### config.mk
export PLATFORM = sky130hd
export DESIGN_NAME = intx_router
export DESIGN_NICKNAME = d
export VERILOG_FILES = /design/src/rtl/intx_router_pkg.sv /design/src/rtl/intx_sync.sv /design/src/rtl/pirq_swizzle.sv /design/src/rtl/route_regs.sv /design/src/rtl/level_tracker.sv /design/src/rtl/intx_router.sv
export SDC_FILE = /design/constraint.sdc
export NUM_CORES = 1
export LEC_CHECK = 0
export BUFFER_PORTS_ARGS = -buffer_cell sky130_fd_sc_hd__buf_2
export CAP_MARGIN = 5
export CORE_ASPECT_RATIO = 2
export CORE_MARGIN = 10
export CORE_UTILIZATION = 56
export CTS_CLUSTER_DIAMETER = 120
export DETAILED_ROUTE_END_ITERATION = 8
export GPL_TIMING_DRIVEN = 0
export PLACE_DENSITY = 0.85
export SETUP_SLACK_MARGIN = 0.2
export SLEW_MARGIN = 10
export SYNTH_ARGS = -nofsm -noshare
export SYNTH_HDL_FRONTEND = slang
export SYNTH_SLANG_ARGS = --single-unit
### constraint.sdc
create_clock -name clk_i -period 2.9 [get_ports clk_i]
set_input_delay 0.145 -clock clk_i [delete_from_list [all_inputs] [get_ports clk_i]]
set_output_delay 0.145 -clock clk_i [all_outputs]
set_load 0.02 [all_outputs]
### src/rtl/intx_router_pkg.sv
package intx_router_pkg;
  localparam int NUM_PIRQ = 4;
  localparam int PINS_PER_DEV = 4;
  localparam int PIRQ_W = $clog2(NUM_PIRQ);

  typedef logic [7:0] route_t;
  typedef enum logic {TRK_IDLE, TRK_REBUILD} trk_state_e;

  // (slot - 1) mod 4 written as (slot + 3) to stay non-negative for slot 0
  function automatic logic [PIRQ_W-1:0] swizzle(input int unsigned slot, input int unsigned pin);
    return PIRQ_W'((pin + slot + NUM_PIRQ - 1) % NUM_PIRQ);
  endfunction
endpackage

### src/rtl/intx_sync.sv
module intx_sync #(
  parameter int W      = 16,
  parameter int STAGES = 2
) (
  input  logic         clk_i,
  input  logic         rst_ni,
  input  logic [W-1:0] d_i,
  output logic [W-1:0] q_o
);
  logic [STAGES-1:0][W-1:0] stg_q;

  generate
    if (STAGES == 1) begin : g_one
      always_ff @(posedge clk_i or negedge rst_ni) begin
        if (!rst_ni) stg_q <= '0;
        else         stg_q[0] <= d_i;
      end
    end else begin : g_chain
      always_ff @(posedge clk_i or negedge rst_ni) begin
        if (!rst_ni) stg_q <= '0;
        else         stg_q <= {stg_q[STAGES-2:0], d_i};
      end
    end
  endgenerate

  assign q_o = stg_q[STAGES-1];
endmodule

### src/rtl/pirq_swizzle.sv
module pirq_swizzle
  import intx_router_pkg::*;
#(
  parameter int NUM_DEV    = 4,
  parameter int FIRST_SLOT = 1,
  localparam int IN_W      = NUM_DEV * PINS_PER_DEV
) (
  input  logic [IN_W-1:0]     intx_i,
  output logic [NUM_PIRQ-1:0] lvl_o
);
  logic [NUM_DEV-1:0][NUM_PIRQ-1:0] dev_lvl;

  generate
    for (genvar d = 0; d < NUM_DEV; d++) begin : g_dev
      always_comb begin
        dev_lvl[d] = '0;
        for (int p = 0; p < PINS_PER_DEV; p++) begin
          if (intx_i[d*PINS_PER_DEV+p])
            dev_lvl[d][swizzle(FIRST_SLOT + d, p)] = 1'b1;
        end
      end
    end
  endgenerate

  always_comb begin
    lvl_o = '0;
    for (int d = 0; d < NUM_DEV; d++) lvl_o |= dev_lvl[d];
  end
endmodule

### src/rtl/route_regs.sv
module route_regs
  import intx_router_pkg::*;
#(
  parameter logic [7:0] ROUTE_BASE  = 8'h60,
  parameter logic [7:0] ROUTE_RESET = 8'h80
) (
  input  logic                         clk_i,
  input  logic                         rst_ni,
  input  logic                         we_i,
  input  logic [7:0]                   addr_i,
  input  logic [7:0]                   wdata_i,
  output logic [7:0]                   rdata_o,
  output logic [NUM_PIRQ-1:0][7:0]     route_o,
  output logic                         upd_o
);
  localparam int LAST = int'(ROUTE_BASE) + NUM_PIRQ - 1;

  logic              hit;
  logic [PIRQ_W-1:0] idx;
  logic [7:0]        off;

  assign off = addr_i - ROUTE_BASE;
  assign hit = (int'(addr_i) >= int'(ROUTE_BASE)) && (int'(addr_i) <= LAST);
  assign idx = off[PIRQ_W-1:0];

  generate
    for (genvar k = 0; k < NUM_PIRQ; k++) begin : g_reg
      always_ff @(posedge clk_i or negedge rst_ni) begin
        if (!rst_ni)                          route_o[k] <= ROUTE_RESET;
        else if (we_i && hit && idx == PIRQ_W'(k)) route_o[k] <= wdata_i;
      end
    end
  endgenerate

  assign upd_o   = we_i && hit;
  assign rdata_o = hit ? route_o[idx] : 8'h00;
endmodule

### src/rtl/level_tracker.sv
module level_tracker
  import intx_router_pkg::*;
#(
  parameter int NUM_OUT = 16,
  localparam int MAP_W  = NUM_OUT * NUM_PIRQ,
  localparam int SEL_W  = $clog2(NUM_OUT)
) (
  input  logic                     clk_i,
  input  logic                     rst_ni,
  input  logic [NUM_PIRQ-1:0]      lvl_i,
  input  logic [NUM_PIRQ-1:0][7:0] route_i,
  input  logic                     start_i,
  output logic [NUM_OUT-1:0]       irq_o,
  output logic                     busy_o,
  output logic [MAP_W-1:0]         map_o
);
  trk_state_e            state_q;
  logic [PIRQ_W-1:0]     step_q;
  logic [NUM_PIRQ-1:0]   snap_q;
  logic [MAP_W-1:0]      map_q;
  logic [NUM_OUT-1:0]    grp_or;
  logic [NUM_PIRQ-1:0]   en;
  logic [NUM_PIRQ-1:0][SEL_W-1:0] sel;

  generate
    for (genvar k = 0; k < NUM_PIRQ; k++) begin : g_dec
      assign en[k]  = int'(route_i[k]) < NUM_OUT;
      assign sel[k] = route_i[k][SEL_W-1:0];
    end
    for (genvar o = 0; o < NUM_OUT; o++) begin : g_or
      assign grp_or[o] = |map_q[o*NUM_PIRQ +: NUM_PIRQ];
    end
  endgenerate

  always_ff @(posedge clk_i or negedge rst_ni) begin
    if (!rst_ni) begin
      state_q <= TRK_IDLE;
      step_q  <= '0;
      snap_q  <= '0;
      map_q   <= '0;
    end else if (start_i) begin
      // any routing write restarts the rebuild from an empty map
      state_q <= TRK_REBUILD;
      step_q  <= '0;
      snap_q  <= lvl_i;
      map_q   <= '0;
    end else if (state_q == TRK_REBUILD) begin
      if (en[step_q])
        map_q[int'(sel[step_q]) * NUM_PIRQ + int'(step_q)] <= snap_q[step_q];
      step_q <= step_q + 1'b1;
      if (step_q == PIRQ_W'(NUM_PIRQ - 1)) state_q <= TRK_IDLE;
    end else begin
      for (int k = 0; k < NUM_PIRQ; k++) begin
        if (en[k]) map_q[int'(sel[k]) * NUM_PIRQ + k] <= lvl_i[k];
      end
    end
  end

  always_ff @(posedge clk_i or negedge rst_ni) begin
    if (!rst_ni)                    irq_o <= '0;
    else if (state_q == TRK_IDLE)   irq_o <= grp_or;
  end

  assign busy_o = (state_q == TRK_REBUILD);
  assign map_o  = map_q;
endmodule

### src/rtl/intx_router.sv
module intx_router
  import intx_router_pkg::*;
#(
  parameter int         NUM_DEV     = 4,
  parameter int         FIRST_SLOT  = 1,
  parameter int         NUM_OUT     = 16,
  parameter int         SYNC_STAGES = 2,
  parameter logic [7:0] ROUTE_BASE  = 8'h60,
  localparam int        IN_W        = NUM_DEV * PINS_PER_DEV,
  localparam int        MAP_W       = NUM_OUT * NUM_PIRQ
) (
  input  logic               clk_i,
  input  logic               rst_ni,
  input  logic [IN_W-1:0]    intx_i,
  input  logic               cfg_we_i,
  input  logic [7:0]         cfg_addr_i,
  input  logic [7:0]         cfg_wdata_i,
  output logic [7:0]         cfg_rdata_o,
  output logic [NUM_OUT-1:0] irq_o
);
  logic [IN_W-1:0]          intx_s;
  logic [NUM_PIRQ-1:0]      pirq_lvl;
  logic [NUM_PIRQ-1:0][7:0] route;
  logic                     route_upd;
  logic                     rebuild_busy;
  logic [MAP_W-1:0]         level_map;

  intx_sync #(.W(IN_W), .STAGES(SYNC_STAGES)) u_sync (
    .clk_i (clk_i),
    .rst_ni(rst_ni),
    .d_i   (intx_i),
    .q_o   (intx_s)
  );

  pirq_swizzle #(.NUM_DEV(NUM_DEV), .FIRST_SLOT(FIRST_SLOT)) u_swz (
    .intx_i(intx_s),
    .lvl_o (pirq_lvl)
  );

  route_regs #(.ROUTE_BASE(ROUTE_BASE), .ROUTE_RESET(8'h80)) u_regs (
    .clk_i  (clk_i),
    .rst_ni (rst_ni),
    .we_i   (cfg_we_i),
    .addr_i (cfg_addr_i),
    .wdata_i(cfg_wdata_i),
    .rdata_o(cfg_rdata_o),
    .route_o(route),
    .upd_o  (route_upd)
  );

  level_tracker #(.NUM_OUT(NUM_OUT)) u_trk (
    .clk_i  (clk_i),
    .rst_ni (rst_ni),
    .lvl_i  (pirq_lvl),
    .route_i(route),
    .start_i(route_upd),
    .irq_o  (irq_o),
    .busy_o (rebuild_busy),
    .map_o  (level_map)
  );
endmodule

**Word level (Yosys, flattened, before mapping)**

Index checks and enable logic that the tools add are counted.
Widths: inputs -> output; s select.

- Flip-flop bits (word level): 151

- Add/sub/neg operators: 6
- $lt $le $gt $ge: 18
- Equality and inequality tests: 5
- Muxes and demuxes: 58
- Bitwise gates (word level): 3
- Reduce and logical (&&, ||, !) cells: 29

Operator list:

| kind | number |
|---|---|
| $mux 64 | 13 |
| $bwmux 64 | 5 |
| $ge 32x1->1 const B | 4 |
| $lt 32x8->1 const B | 4 |
| $reduce_or 4->1 | 16 |
| $lt 8x5->1 const B | 4 |
| $mux 1 | 26 |
| $demux 1 s6 | 4 |
| $bmux 8 s2 | 1 |
| $mux 8 | 2 |
| $add 6x2->7 const B | 2 |
| $or 4x4->4 | 3 |
| $logic_and 1x1->1 | 11 |
| $bmux 4 s2 | 1 |
| $ge 8x7->1 const B | 1 |
| $le 8x7->1 const B | 1 |
| $add 6x1->7 const B | 1 |
| $add 6x2->7 | 1 |
| $lt 6x7->1 const B | 1 |
| $eq 2x2->1 const B | 3 |
| $ge 6x1->1 const B | 1 |
| $lt 2x3->1 const B | 2 |
| $bmux 1 s2 | 2 |
| $demux 1 s4 | 1 |
| other kinds (8) | 9 |

**Longest topological paths before layout**

Gate-level depths: netlist of run 1.

- Depth after elaboration: 20
- Mapped depth: 7

**By module**

From an unflattened synthesis of run 1, not the netlist that was laid out.

- Cells, all modules: 755
- Area, all modules: 8084.0 µm²

By module, submodules not included:

| module | instances | cells an instance | area each (µm²) | sequential area each (µm²) |
|---|---|---|---|---|
| level_tracker | 1 | 609 | 5569.1 | 2177.1 |
| route_regs | 1 | 94 | 1564.0 | 805.8 |
| intx_sync | 1 | 48 | 920.9 | 800.8 |
| pirq_swizzle | 1 | 4 | 30.0 | 0.0 |

**Worst setup path before layout of run 1**

Ideal clock, no wire load.

- Path type: register -> register
- Start: register u_trk.step_q[0]
- End: register u_trk.map_q[4], in the netlist u_trk.map_o[4]
- Arrival time: 2.075 ns
- Data required time: 2.772 ns
- Path slack: 0.698 ns
- Cell stages (with the launch flop): 7
- Clock period less this slack: 2.202 ns
- Path through: dfrtp_1 buf_6 mux4_2 or3_4 buf_6 o221ai_2 mux2_1

- Longest elaborated chain between the ends: 11

RTL lines:

| item | RTL line | text |
|---|---|---|
| start: declaration | level_tracker.sv:18 | `logic [PIRQ_W-1:0] step_q;` |
| start signal: assignment | level_tracker.sv:50 | `step_q <= step_q + 1'b1;` |
| $bmux 4 s2 | level_tracker.sv:49 | `map_q[int'(sel[step_q]) * NUM_PIRQ + int'(step_q)] <= snap_q[step_q];` |
| $mux 4 (implied by the code) | level_tracker.sv:49 |  |
| $add 6x2->7 | level_tracker.sv:49 |  |
| $ge 32x1->1 (implied by the code) or $lt 32x8->1 (tied branches) | level_tracker.sv:49 |  |
| $logic_and 1x1->1 (implied by the code) | level_tracker.sv:49 |  |
| $mux 1 (implied by the code) | level_tracker.sv:49 |  |
| $demux 1 s6 | -- |  |
| $bwmux 64 | level_tracker.sv:49 |  |
| $mux 64 | level_tracker.sv:48 | `if (en[step_q])` |
| $mux 64 | level_tracker.sv:47 | `end else if (state_q == TRK_REBUILD) begin` |
| $mux 64 | level_tracker.sv:41 | `end else if (start_i) begin` |
| end signal: indexed assignment | level_tracker.sv:49 |  |
| end signal: indexed assignment | level_tracker.sv:54 | `if (en[k]) map_q[int'(sel[k]) * NUM_PIRQ + k] <= lvl_i[k];` |
| end: declaration | level_tracker.sv:20 | `logic [MAP_W-1:0] map_q;` |

Parallel ways exist; a longest one is shown, timed or not. The select of a mux whose other input is x is not followed.
A chain may end at the register's enable or synchronous reset.

**Worst setup path after layout of run 1**

- Start: register u_sync.stg_q (netlist bit u_sync.q_o[5])
- End: register u_trk.map_q[14], in the netlist u_trk.map_o[14]

- Longest elaborated chain between the ends: 12

RTL lines:

| item | RTL line | text |
|---|---|---|
| start: declaration | intx_sync.sv:10 | `logic [STAGES-1:0][W-1:0] stg_q;` |
| start signal: assignment | intx_sync.sv:21 | `else stg_q <= {stg_q[STAGES-2:0], d_i};` |
| $mux 1 (*) | pirq_swizzle.sv:18 | `if (intx_i[d*PINS_PER_DEV+p])` |
| $or 4x4->4 (*) (3 in a row) | pirq_swizzle.sv:27 | `for (int d = 0; d < NUM_DEV; d++) lvl_o \|= dev_lvl[d];` |
| $bwmux 64 (*) | level_tracker.sv:54 |  |
| $mux 64 (*) | level_tracker.sv:54 |  |
| $mux 64 (*) | level_tracker.sv:47 |  |
| $mux 64 (*) | level_tracker.sv:41 |  |
| $bwmux 64 | level_tracker.sv:54 |  |
| $mux 64 (*) | level_tracker.sv:54 |  |
| $mux 64 (*) | level_tracker.sv:47 |  |
| $mux 64 (*) | level_tracker.sv:41 |  |

Every way passes the cells marked *; elsewhere a longest branch is shown, timed or not. The select of a mux whose other input is x is not followed.

==> results of run 1 <==
area by class of cell:
type,instances,area [µm²]
fill,1001,4440
inverter,6,22.5
timing repair buffer,78,518
multi-input combinational,464,3700
clock inverter,15,185
clock buffer,17,425
tap,155,194
sequential,151,3780
buffer,36,169
Yosys cell counts (all sizes together), types with 2 or more instances:
master / number
dfrtp: 147
mux2: 92
o22ai: 63
nand2: 43
o221ai: 34
a221oi: 28
o21ai: 28
nor4: 24
clkbuf: 20
nor2: 19
buf: 16
mux4: 12
nand3: 12
nor2b: 12
nand2b: 11
nor3: 11
or2: 11
nand4: 10
and3: 6
inv: 6
nor3b: 6
and2: 5
or4: 5
a21boi: 4
dfstp: 4
or3: 4
a21oi: 3
and3b: 3
nand3b: 3
nand4b: 2
state kept, by name, indices dropped and copies added (netlist names):
signal,cells
u_regs.route_o,32
u_sync.stg_q,16
u_trk.snap_q,4
u_trk.step_q,2
u_trk.map_o,64
u_trk.irq_o,16
u_trk.busy_o,1
u_sync.q_o,16
layer usage:
layer | part of all wire, % | global-route usage (%) | vias to the layer above
met4 | 10 | 28.2 | 0
met2 | 50 | 53.8 | 449
met5 | 0 | 0 | -
met1 | 33 | 34.3 | 3379
li1 | - | - | 2804
met3 | 7.1 | 6.42 | 146
power breakdown:
| part | switching, mW | internal [mW] | leakage [nW] |
|---|---|---|---|
| combinational | 1.16 | 0.582 | 1.64 |
| clock | 1.03 | 1.31 | 0.290 |
| sequential | 0.162 | 2.28 | 1.94 |
worst reg2reg max path: stages, from the launching register on:
cell,delay (ns)
dfrtp_1,0.41
nor4_1,1.11
nor2_1,0.25
nand3_1,0.30
o22ai_1,0.20
mux2_1,0.33
how the worst max path moves through the flow:
stage / cells past startpoint / end / slack, ns / start
2_1_floorplan: 6 / u_trk.map_o[4]$_DFFE_PN0P_ / 0.70 / u_trk.step_q[0]$_DFFE_PN0N_
6_report: 5 / u_trk.map_o[14]$_DFFE_PN0P_ / 0.18 / u_sync.q_o[5]$_DFF_PN0_
3_5_place_dp: 6 / u_trk.map_o[5]$_DFFE_PN0P_ / 0.22 / u_trk.step_q[1]$_DFFE_PN0N_
4_1_cts: 5 / u_trk.map_o[30]$_DFFE_PN0P_ / 0.27 / u_trk.busy_o$_DFF_PN0_
3_3_place_gp: 1 / u_trk.map_o[39]$_DFFE_PN0P_ / -0.36 / rst_ni
5_1_grt: 6 / u_trk.map_o[12]$_DFFE_PN0P_ / 0.17 / u_regs.route_o[31]$_DFFE_PN1P_
metrics by stage:
stage / worst slack [ns] / cell area [µm²]
3_5_place_dp: 0.223 / 8180
4_1_cts: 0.267 / 8980
3_3_place_gp: -0.359 / 8140
2_1_floorplan: 0.698 / 7650
5_1_grt: 0.172 / 9000
6_report: 0.175 / 9000
logic make-up after synthesis:
kind of cell               count (synthesis)  share of synthesized area, %
muxes                                    105                          17.2
DFF                                      151                          49.4
and+or+nand+nor                          189                          14.1
xor gates and xnor gates                   1                         0.114
buffers and inverters                     42                          2.50
AOI/OAI and AO/OA                        168                          16.5
adders and majority gates                  1                         0.163
timing repair:
action / in CTS / in global routing
setup endpoints to repair: 5 / 25
hold buffers: 19 / 0
endpoints found under the hold margin: 89 / 0
resized for setup: 1 / 3
==> key figures, run 1 <==
CTS
  • Worst skew pair latency: roughly 0.43 ns
  • Clock-pin slew on the worst setup and hold paths: 0.07 ns
  • Clock Tree Buf Depth: 2
  • # H-tree levels: 4
  • Num Clock Sinks: approximately 150
  • TritonCTS clock tree: yes
  • Post-CTS Setup Bufs: 0
  • CTS Buf Count: 17
  • Root buf cell: clkbuf_16

Floorplan
  • Row Count: 60
  • Die Width: approximately 100 µm
  • IO Pins: 59
  • Die area: between 15000 and 20000 µm²
  • Core Region: about 13000 µm²
  • Initial core utilization: a little under three fifths
  • Die height: about 190 µm

Status
  • Failing checks: negative hold slack
  • Status: finished, violations left

Setup path
  • CP Data Arrival Time: 3.03 ns
  • CP Buf/Inv Count: 0
  • R2R Setup Slk: between 0.15 and 0.2 ns
  • WP data required: around 3.2 ns
  • CP Launch Type: flop
  • Worst path cell trace: nor4_1 -> nor2_1 -> nand3_1 -> o22ai_1 -> mux2_1
  • CP max stage delay: about 1.1 ns
  • Reg-to-reg startpoint: u_sync.q_o[5]$_DFF_PN0_
  • Crit Reg-Reg Endpoint: u_trk.map_o[14]$_DFFE_PN0P_
  • Critical Path Sink Type: flop
  • Top delay family on crit path: simple AND/OR/NAND/NOR gates
  • Critical path peak fanout: 4
  • R2r worst-path depth: 5
  • Critical path's slowest cell: nor4_1
  • Critical path class: reg2reg

Global routing
  • Gr ovfl total: 0
  • Gr usage total: 32.7%
  • Initial antenna violation count: 0
  • Largest net degree at the start of global routing: 84
  • First-pass GRT wire length: roughly 45000 µm
  • Vias in the first global route: 7223

Drt
  • Via-per-instance ratio: about 7.4
  • Residual DRC count: 0
  • Detailed Route Iter0 Violations: ~660
  • Antenna viol nets, final: 0
  • Pre-antenna DRT Iters: 7
  • Vias: slightly below 7000
  • Final wirelength: 29800 µm
  • WL per Instance: 32.3 µm

Finish
  • Area Growth Syn to Fin: 17.6%
  • Fin cells: 922
  • Final core occ: 67.0%
  • Fin nets: 790
  • Antenna diode instance count: 0
  • Layout cells sized above 1: 31.4%
  • Commonest non-fill, non-tap cell in the layout: dfrtp_1
  • Commonest cells after routing, fill and taps aside: dfrtp_1 (147), mux2_2 (89), buf_2 (66), o22ai_1 (62), nand2_1 (43)

Synthesis
  • Synthesized Nets: just under 700
  • Yosys warns: 0
  • Synth Cell Area: around 7700 µm²
  • Top_reg_cell synth: dfrtp_1
  • Async SR Flop Fraction: 100%
  • Top cells by area, synth: dfrtp_1 (48%), mux2_2 (13%), o22ai_1 (5.1%)
  • #FFs+latches synth: about 150
  • Post-synth cell types: 59
  • Synth Instances: about 660
  • Avg Inst Size Synth: approximately 12 µm²
  • EDFF count, synth: 0
  • Seq/Total Area, Yosys: between 40% and 50%
  • Cell taking the most area after synthesis: dfrtp_1
  • Top cell type's share of synthesized area: about half

Worst hold path
  • Min-Delay Endpoint: u_regs.route_o[5]$_DFFE_PN0P_
  • Hold Path Class: in2reg
  • Hold Path Depth: 2
  • Hold Startpoint: cfg_wdata_i[5]

Pwr
  • PnR Total Power: between 6 and 7 mW
  • Pwr Density: just over 700 nW/µm²
  • Maximum VDD drop: 0.632 mV
  • Pleak: 3.87 nW

Placed design
  • Port Buffer Count: 58
  • Final GP Congestion: around 1
  • DP Cell Count: about 870
  • DP HPWL: approximately 22000 µm

Timing
  • Post-Route Setup TNS: 0 ns
  • Final Slew Violations: 0
  • Crit path time final: 2.72 ns
  • Final hold slack: -0.00202 ns
  • Maximum clock frequency: 367 MHz
  • Tcrit/Tclk final: a little over nine tenths
  • Setup violators final: 0
  • Unrepaired setup endpoints after global routing: true
  • Setup Skew: roughly 0.012 ns
  • Slew headroom: between 10 and 15%
  • Hold Fails Final Rpt: 1
  • Worst slew pin tran: approximately 1.3 ns

Job
  • Max_cap viols: 0
No activity file was read; power rests on OpenSTA's default activity.
==> inputs of run 2 (changes only) <==
- PLACE_DENSITY: 0.85 -> 0.83
==> run 2 against run 1 <==
The flow now finishes without violations; total power decreased by 0.15%; global-route usage decreased by 0.74 points; clock-buffer cell count unchanged; via count increased by 0.47%; critical path depth increased by 1; clock power decreased by 3%; critical path type unchanged; critical endpoint is now u_trk.map_o[13]$_DFFE_PN0P_; highest routed layer unchanged.
==> key figures, run 2 (synthesis gave the netlist of run 1 again) <==
Finish
  • Fin cells: 924 (was 922)
  • Layout cells sized above 1: 31.8% (was 31.4%)
  • Max reg flops: 64 (unchanged)
  • Area Growth Syn to Fin: 17.7% (was 17.6%)
  • Commonest non-fill, non-tap cell in the layout: dfrtp_1 (unchanged)
  • Fin nets: 791 (was 790)
  • Commonest cells after routing, fill and taps aside: dfrtp_1 (147), mux2_2 (89), buf_2 (65), o22ai_1 (61), nand2_1 (43) (was dfrtp_1 (147), mux2_2 (89), buf_2 (66), o22ai_1 (62), nand2_1 (43))

Setup path
  • Reg-to-reg startpoint: u_trk.step_q[1]$_DFFE_PN0N_ (was u_sync.q_o[5]$_DFF_PN0_)
  • CP Data Arrival Time: 3.00 ns (was 3.03 ns)
  • WP data required: 3.27 ns (was 3.21 ns)
  • Crit Reg-Reg Endpoint: u_trk.map_o[13]$_DFFE_PN0P_ (was u_trk.map_o[14]$_DFFE_PN0P_)
  • Critical path peak fanout: 10 (was 4)
  • Critical path class: reg2reg (unchanged)
  • CP Launch Type: flop (unchanged)
  • R2R Setup Slk: 0.27 ns (was 0.18 ns)
  • Critical Path Sink Type: flop (unchanged)
  • R2r worst-path depth: 6 (was 5)

Status
  • Status: completed (was finished, violations left)

Timing
  • Hold Fails Final Rpt: 0 (was 1)
  • Post-Route Setup TNS: 0 ns (unchanged)
  • Setup violators final: 0 (unchanged)
  • Tcrit/Tclk final: 90.7% (was 94.0%)
  • Final Slew Violations: 0 (unchanged)
  • Slew headroom: 36.0% (was 11.2%)
  • Crit path time final: 2.63 ns (was 2.72 ns)
  • Setup Skew: 0.0192 ns (was 0.0117 ns)
  • Maximum clock frequency: 380 MHz (was 367 MHz)
  • Worst slew pin tran: 0.958 ns (was 1.32 ns)
  • Unrepaired setup endpoints after global routing: false (was true)

Floorplan
  • Die height: 185 µm (unchanged)
  • IO Pins: 59 (unchanged)
  • Initial core utilization: 57.0% (unchanged)
  • Core Region: 13400 µm² (unchanged)
  • Row Count: 60 (unchanged)
  • Die Width: 103 µm (unchanged)
  • Die area: 19000 µm² (unchanged)

Drt
  • Residual DRC count: 0 (unchanged)
  • Antenna viol nets, final: 0 (unchanged)
  • Via-per-instance ratio: 7.37 (was 7.35)
  • Detailed Route Iter0 Violations: 731 (was 657)
  • WL per Instance: 31.6 µm (was 32.3 µm)
  • Pre-antenna DRT Iters: 5 (was 7)
  • Final wirelength: 29200 µm (was 29800 µm)
  • Vias: 6810 (was 6778)

Worst hold path
  • Hold Path Depth: 2 (unchanged)
  • Hold Path Class: in2reg (unchanged)
  • Min-Delay Endpoint: u_regs.route_o[29]$_DFFE_PN0P_ (was u_regs.route_o[5]$_DFFE_PN0P_)
  • Hold Startpoint: cfg_wdata_i[5] (unchanged)

Pwr
  • Flop pwr share: 37.4% (about the same)
  • Pleak: 3.88 nW (was 3.87 nW)
  • Sw Pwr: 2.39 mW (was 2.35 mW)
  • Clk network pwr share: 35.0% (was 35.9%)
  • Int Power: 4.13 mW (was 4.17 mW)
  • Switching Share: 36.6% (was 36.1%)
  • Maximum VDD drop: 0.665 mV (was 0.632 mV)
  • Pwr Density: 723 nW/µm² (was 725 nW/µm²)
  • Combinational Power Share: 27.6% (was 26.7%)

CTS
  • Clock-pin slew on the worst setup and hold paths: 0.08 ns (was 0.07 ns)
  • CTS Buf Count: 17 (unchanged)
  • Clock Tree Buf Depth: 2 (unchanged)
  • TritonCTS clock tree: yes (unchanged)
  • Root buf cell: clkbuf_16 (unchanged)
  • # H-tree levels: 4 (unchanged)
  • Worst skew pair latency: 0.43 ns (about the same)
  • Num Clock Sinks: 151 (unchanged)

Job
  • Max_cap viols: 0 (unchanged)

Global routing
  • Vias in the first global route: 7097 (was 7223)
  • Largest net degree at the start of global routing: 85 (was 84)
  • Initial antenna violation count: 0 (unchanged)
  • Gr ovfl total: 0 (unchanged)
  • First-pass GRT wire length: 43700 µm (was 44700 µm)
  • Gr usage total: 31.9% (was 32.7%)

Placed design
  • DP HPWL: 21300 µm (was 21800 µm)
  • Final GP Congestion: 1.05 (was 1.03)
  • DP Cell Count: 871 (unchanged)
  • Port Buffer Count: 58 (unchanged)
run 2: cell types whose count changed in the layout (fill, tap and decap cells not counted), sizes merged:
cell         change
dlygate4sd3      -1
clkinvlp         -1
clkbuf           +1
buf              +1
bufinv           -1
clkinv           +2
diode            +1
run 2: power groups by stage:
| stage | sequential [mW] | clock [mW] | combinational [mW] |
|---|---|---|---|
| final | 2.44 | 2.28 | 1.79 |
| after global routing | 2.45 | 2.38 | 1.88 |
| after CTS | 2.43 | 2.28 | 1.71 |
| after detailed placement | 2.46 | 0 | 1.67 |
| after global placement | 2.45 | 0 | 1.65 |
| after floorplan | 2.45 | 0 | 1.04 |
run 2: layout make-up:
type	count	area, µm²
Sequential cell	151	3780
Clock buffer	17	425
Multi-Input combinational cell	464	3700
Fill cell	987	4430
Timing Repair Buffer	79	523
Buffer	36	173
Inverter	6	22.5
Tap cell	155	194
Antenna cell	1	2.50
Clock inverter	15	178
run 2: worst max path at each step:
| stage | startpoint | endpoint | slack, ns | cells after the start |
|---|---|---|---|---|
| detailed placement | u_trk.step_q[1]$_DFFE_PN0N_ | u_trk.map_o[13]$_DFFE_PN0P_ | 0.08 | 6 |
| floorplan | u_trk.step_q[0]$_DFFE_PN0N_ | u_trk.map_o[4]$_DFFE_PN0P_ | 0.70 | 6 |
| global placement | rst_ni | u_trk.irq_o[14]$_DFFE_PN0N_ | -0.36 | 1 |
| global route | u_regs.route_o[6]$_DFFE_PN0P_ | u_trk.map_o[24]$_DFFE_PN0P_ | 0.21 | 5 |
| CTS | u_regs.route_o[31]$_DFFE_PN1P_ | u_trk.map_o[13]$_DFFE_PN0P_ | 0.25 | 6 |
| finish | u_trk.step_q[1]$_DFFE_PN0N_ | u_trk.map_o[13]$_DFFE_PN0P_ | 0.27 | 6 |
run 2: routing by layer:
| layer | GRT usage (%) | routed length [µm] |
|---|---|---|
| met5 | 0 | 0 |
| met4 | 27.8 | 3180 |
| met3 | 6.01 | 2000 |
| met2 | 51.8 | 14300 |
| met1 | 34.3 | 9750 |
run 2: metrics by stage:
step	setup slack, ns	hold slack (ns)	power (mW)	area (µm²)	util, %
global route	0.213	0.00806	6.71	9000	67.0
global placement	-0.360	0.253	4.10	8140	60.6
CTS	0.248	0.000513	6.41	8960	66.7
finish	0.269	0.00723	6.51	9010	67.0
detailed placement	0.0794	0.167	4.13	8180	60.8
floorplan	0.698	-0.151	3.48	7650	-
run 2: worst max-delay path: stages (launching register included):
cell and delay (ns):
dfrtp_1 0.45, buf_2 0.29, mux4_2 0.30, a21boi_2 0.41, nand4_1 0.44, o22ai_1 0.46, mux2_2 0.23
run 2: what timing repair did:
item / CTS / global route
setup buffers: 0 / 2
endpoints found under the hold margin: 98 / 0
endpoints found under the setup margin: 1 / 9
resized for setup: 1 / 5
hold buffers: 18 / 0
==> inputs of run 3 (changes only) <==
- REMOVE_ABC_BUFFERS: unset -> 1
==> run 3 against run 2 <==
Via count fell by 2.4%; sequential power rose by 4%; worst setup slack got worse by 0.022 ns; hold slack improved by 0.0091 ns; sequential cell count did not move; register-to-register slack got worse by 0.02 ns; non-clock buffer count fell by 30; first-iteration DRC count rose by 21%; combinational power fell by 10%; die area did not move; sequential share of layout area rose by 0.15 points; critical path depth fell by 1; critical path type unchanged; largest power group unchanged.
==> key figures, run 3 (synthesis gave the netlist of run 1 again) <==
CTS
  • TritonCTS clock tree: yes (unchanged)
  • Root buf cell: clkbuf_16 (unchanged)
  • # H-tree levels: 4 (unchanged)
  • Clock Tree Buf Depth: 2 (unchanged)
  • Num Clock Sinks: 151 (unchanged)
  • CTS Buf Count: 17 (unchanged)
  • Clock-pin slew on the worst setup and hold paths: 0.07 ns (was 0.08 ns)
  • Worst skew pair latency: 0.43 ns (about the same)

Global routing
  • Largest net degree at the start of global routing: 108 (was 85)
  • Gr usage total: 28.1% (was 31.9%)
  • Initial antenna violation count: 0 (unchanged)
  • Gr ovfl total: 0 (unchanged)
  • Vias in the first global route: 6715 (was 7097)
  • First-pass GRT wire length: 39400 µm (was 43700 µm)

Drt
  • Vias: 6644 (was 6810)
  • Detailed Route Iter0 Violations: 882 (was 731)
  • WL per Instance: 29.2 µm (was 31.6 µm)
  • Metal2 WL: 13000 µm (was 14300 µm)
  • Top layer in use: met4 (unchanged)
  • Met1 wire length: 8740 µm (was 9750 µm)
  • Final wirelength: 26100 µm (was 29200 µm)
  • Via-per-instance ratio: 7.44 (was 7.37)
  • Pre-antenna DRT Iters: 5 (unchanged)
  • Wire length on met3: 1880 µm (was 2000 µm)
  • Residual DRC count: 0 (unchanged)
  • Antenna viol nets, final: 0 (unchanged)

Floorplan
  • Row Count: 60 (unchanged)
  • Die area: 19000 µm² (unchanged)
  • Initial core utilization: 57.0% (unchanged)
  • Die Width: 103 µm (unchanged)
  • Die height: 185 µm (unchanged)
  • Core Region: 13400 µm² (unchanged)
  • IO Pins: 59 (unchanged)

Finish
  • Antenna diode instance count: 0 (was 1)
  • Commonest cells after routing, fill and taps aside: dfrtp_1 (145), mux2_2 (89), o22ai_1 (62), buf_2 (57), nand2_1 (38) (was dfrtp_1 (147), mux2_2 (89), buf_2 (65), o22ai_1 (61), nand2_1 (43))
  • Layout cells sized above 1: 33.1% (was 31.8%)
  • Commonest non-fill, non-tap cell in the layout: dfrtp_1 (unchanged)
  • Max reg flops: 64 (unchanged)
  • Post-route cell area: 8990 µm² (was 9010 µm²)
  • Fill cells: 997 (was 987)
  • Fin nets: 761 (was 791)
  • Final core occ: 66.9% (was 67.0%)
  • Area Growth Syn to Fin: 17.5% (was 17.7%)

Setup path
  • Critical path class: reg2reg (unchanged)
  • CP Launch Type: flop (unchanged)
  • WP data required: 3.21 ns (was 3.27 ns)
  • CP Data Arrival Time: 2.96 ns (was 3.00 ns)
  • R2r worst-path depth: 5 (was 6)
  • Critical path peak fanout: 16 (was 10)
  • Critical Path Sink Type: flop (unchanged)

Timing
  • Unrepaired setup endpoints after global routing: false (unchanged)
  • Crit path time final: 2.65 ns (was 2.63 ns)
  • Slew headroom: 38.5% (was 36.0%)
  • Maximum clock frequency: 377 MHz (was 380 MHz)
  • Setup violators final: 0 (unchanged)
  • Setup Skew: 0.0125 ns (was 0.0192 ns)
  • Final Slew Violations: 0 (unchanged)
  • Worst slew pin tran: 0.914 ns (was 0.958 ns)
  • Hold Fails Final Rpt: 0 (unchanged)
  • Tcrit/Tclk final: 91.5% (was 90.7%)

Pwr
  • Maximum VDD drop: 0.582 mV (was 0.665 mV)
  • Pwr Density: 718 nW/µm² (was 723 nW/µm²)
  • Pleak: 3.86 nW (was 3.88 nW)

Placed design
  • Port Buffer Count: 58 (unchanged)
  • Final GP Congestion: 1.00 (was 1.05)
  • DP HPWL: 18100 µm (was 21300 µm)
  • Cell Area, Placed: 8060 µm² (was 8180 µm²)

Status
  • Status: completed (unchanged)

Worst hold path
  • Hold Path Class: in2reg (unchanged)
  • Hold Path Depth: 2 (unchanged)

Job
  • Max_cap viols: 0 (unchanged)
-- run 3: metrics by stage --
stage	setup slack (ns)	hold WS (ns)	instances	power, mW	setup TNS [ns]
floorplan	0.259	-0.151	621	3.38	0
global placement	-0.966	0.253	834	3.95	-104.83
CTS	0.145	0.00636	890	6.36	0
finish	0.247	0.0163	893	6.46	0
global route	0.208	0.00894	893	6.65	0
detailed placement	-0.350	0.0607	837	4.01	-4.28
-- run 3: cell type report --
cell class / count / area, µm² / area share (%)
inverter: 6 / 26.3 / 0.292
clock inverter: 15 / 200 / 2.23
tap: 155 / 194 / 2.16
multi-input combinational: 464 / 3750 / 41.7
clock buffer: 17 / 425 / 4.73
timing repair buffer: 85 / 608 / 6.76
sequential: 151 / 3790 / 42.2
-- run 3: repair_timing --
item	in CTS	in global routing
setup buffers	0	3
endpoints found under the setup margin	66	49
pin swaps	0	1
hold buffers	21	0
endpoints found under the hold margin	72	0
resized for setup	7	12
-- run 3: worst paths after layout --
| kind | slack, ns | end | from |
|---|---|---|---|
| hold / removal | 0.02 | u_regs.route_o[27]$_DFFE_PN0P_ | cfg_wdata_i[3] |
| hold reg to reg | 0.35 | u_sync.q_o[9]$_DFF_PN0_ | u_sync.stg_q[9]$_DFF_PN0_ |
| min in group asynchronous | 0.19 | u_sync.stg_q[7]$_DFF_PN0_ | rst_ni |
| setup reg to reg | 0.25 | u_trk.map_o[34]$_DFFE_PN0P_ | u_trk.step_q[0]$_DFFE_PN0N_ |
| max in group asynchronous | 1.85 | u_trk.map_o[13]$_DFFE_PN0P_ | rst_ni |
| setup / recovery | 0.25 | u_trk.map_o[34]$_DFFE_PN0P_ | u_trk.step_q[0]$_DFFE_PN0N_ |
-- run 3: power breakdown --
group | leakage, nW | switching [mW] | internal [mW]
Sequential | 1.94 | 0.242 | 2.28
Clock | 0.304 | 1.07 | 1.25
Combinational | 1.61 | 1.07 | 0.540
-- run 3: worst max-delay path: stages, from the launching register on --
cell,delay [ns]
dfrtp_4,0.57
mux4_2,0.69
nor2b_1,0.30
nand2b_2,0.31
o221ai_1,0.29
mux2_2,0.36
-- run 3: routing by layer --
metal,vias up,GRT usage [%]
met5,-,0
met4,0,23.8
met2,472,45.5
li1,2748,-
met3,148,4.89
met1,3276,30.9
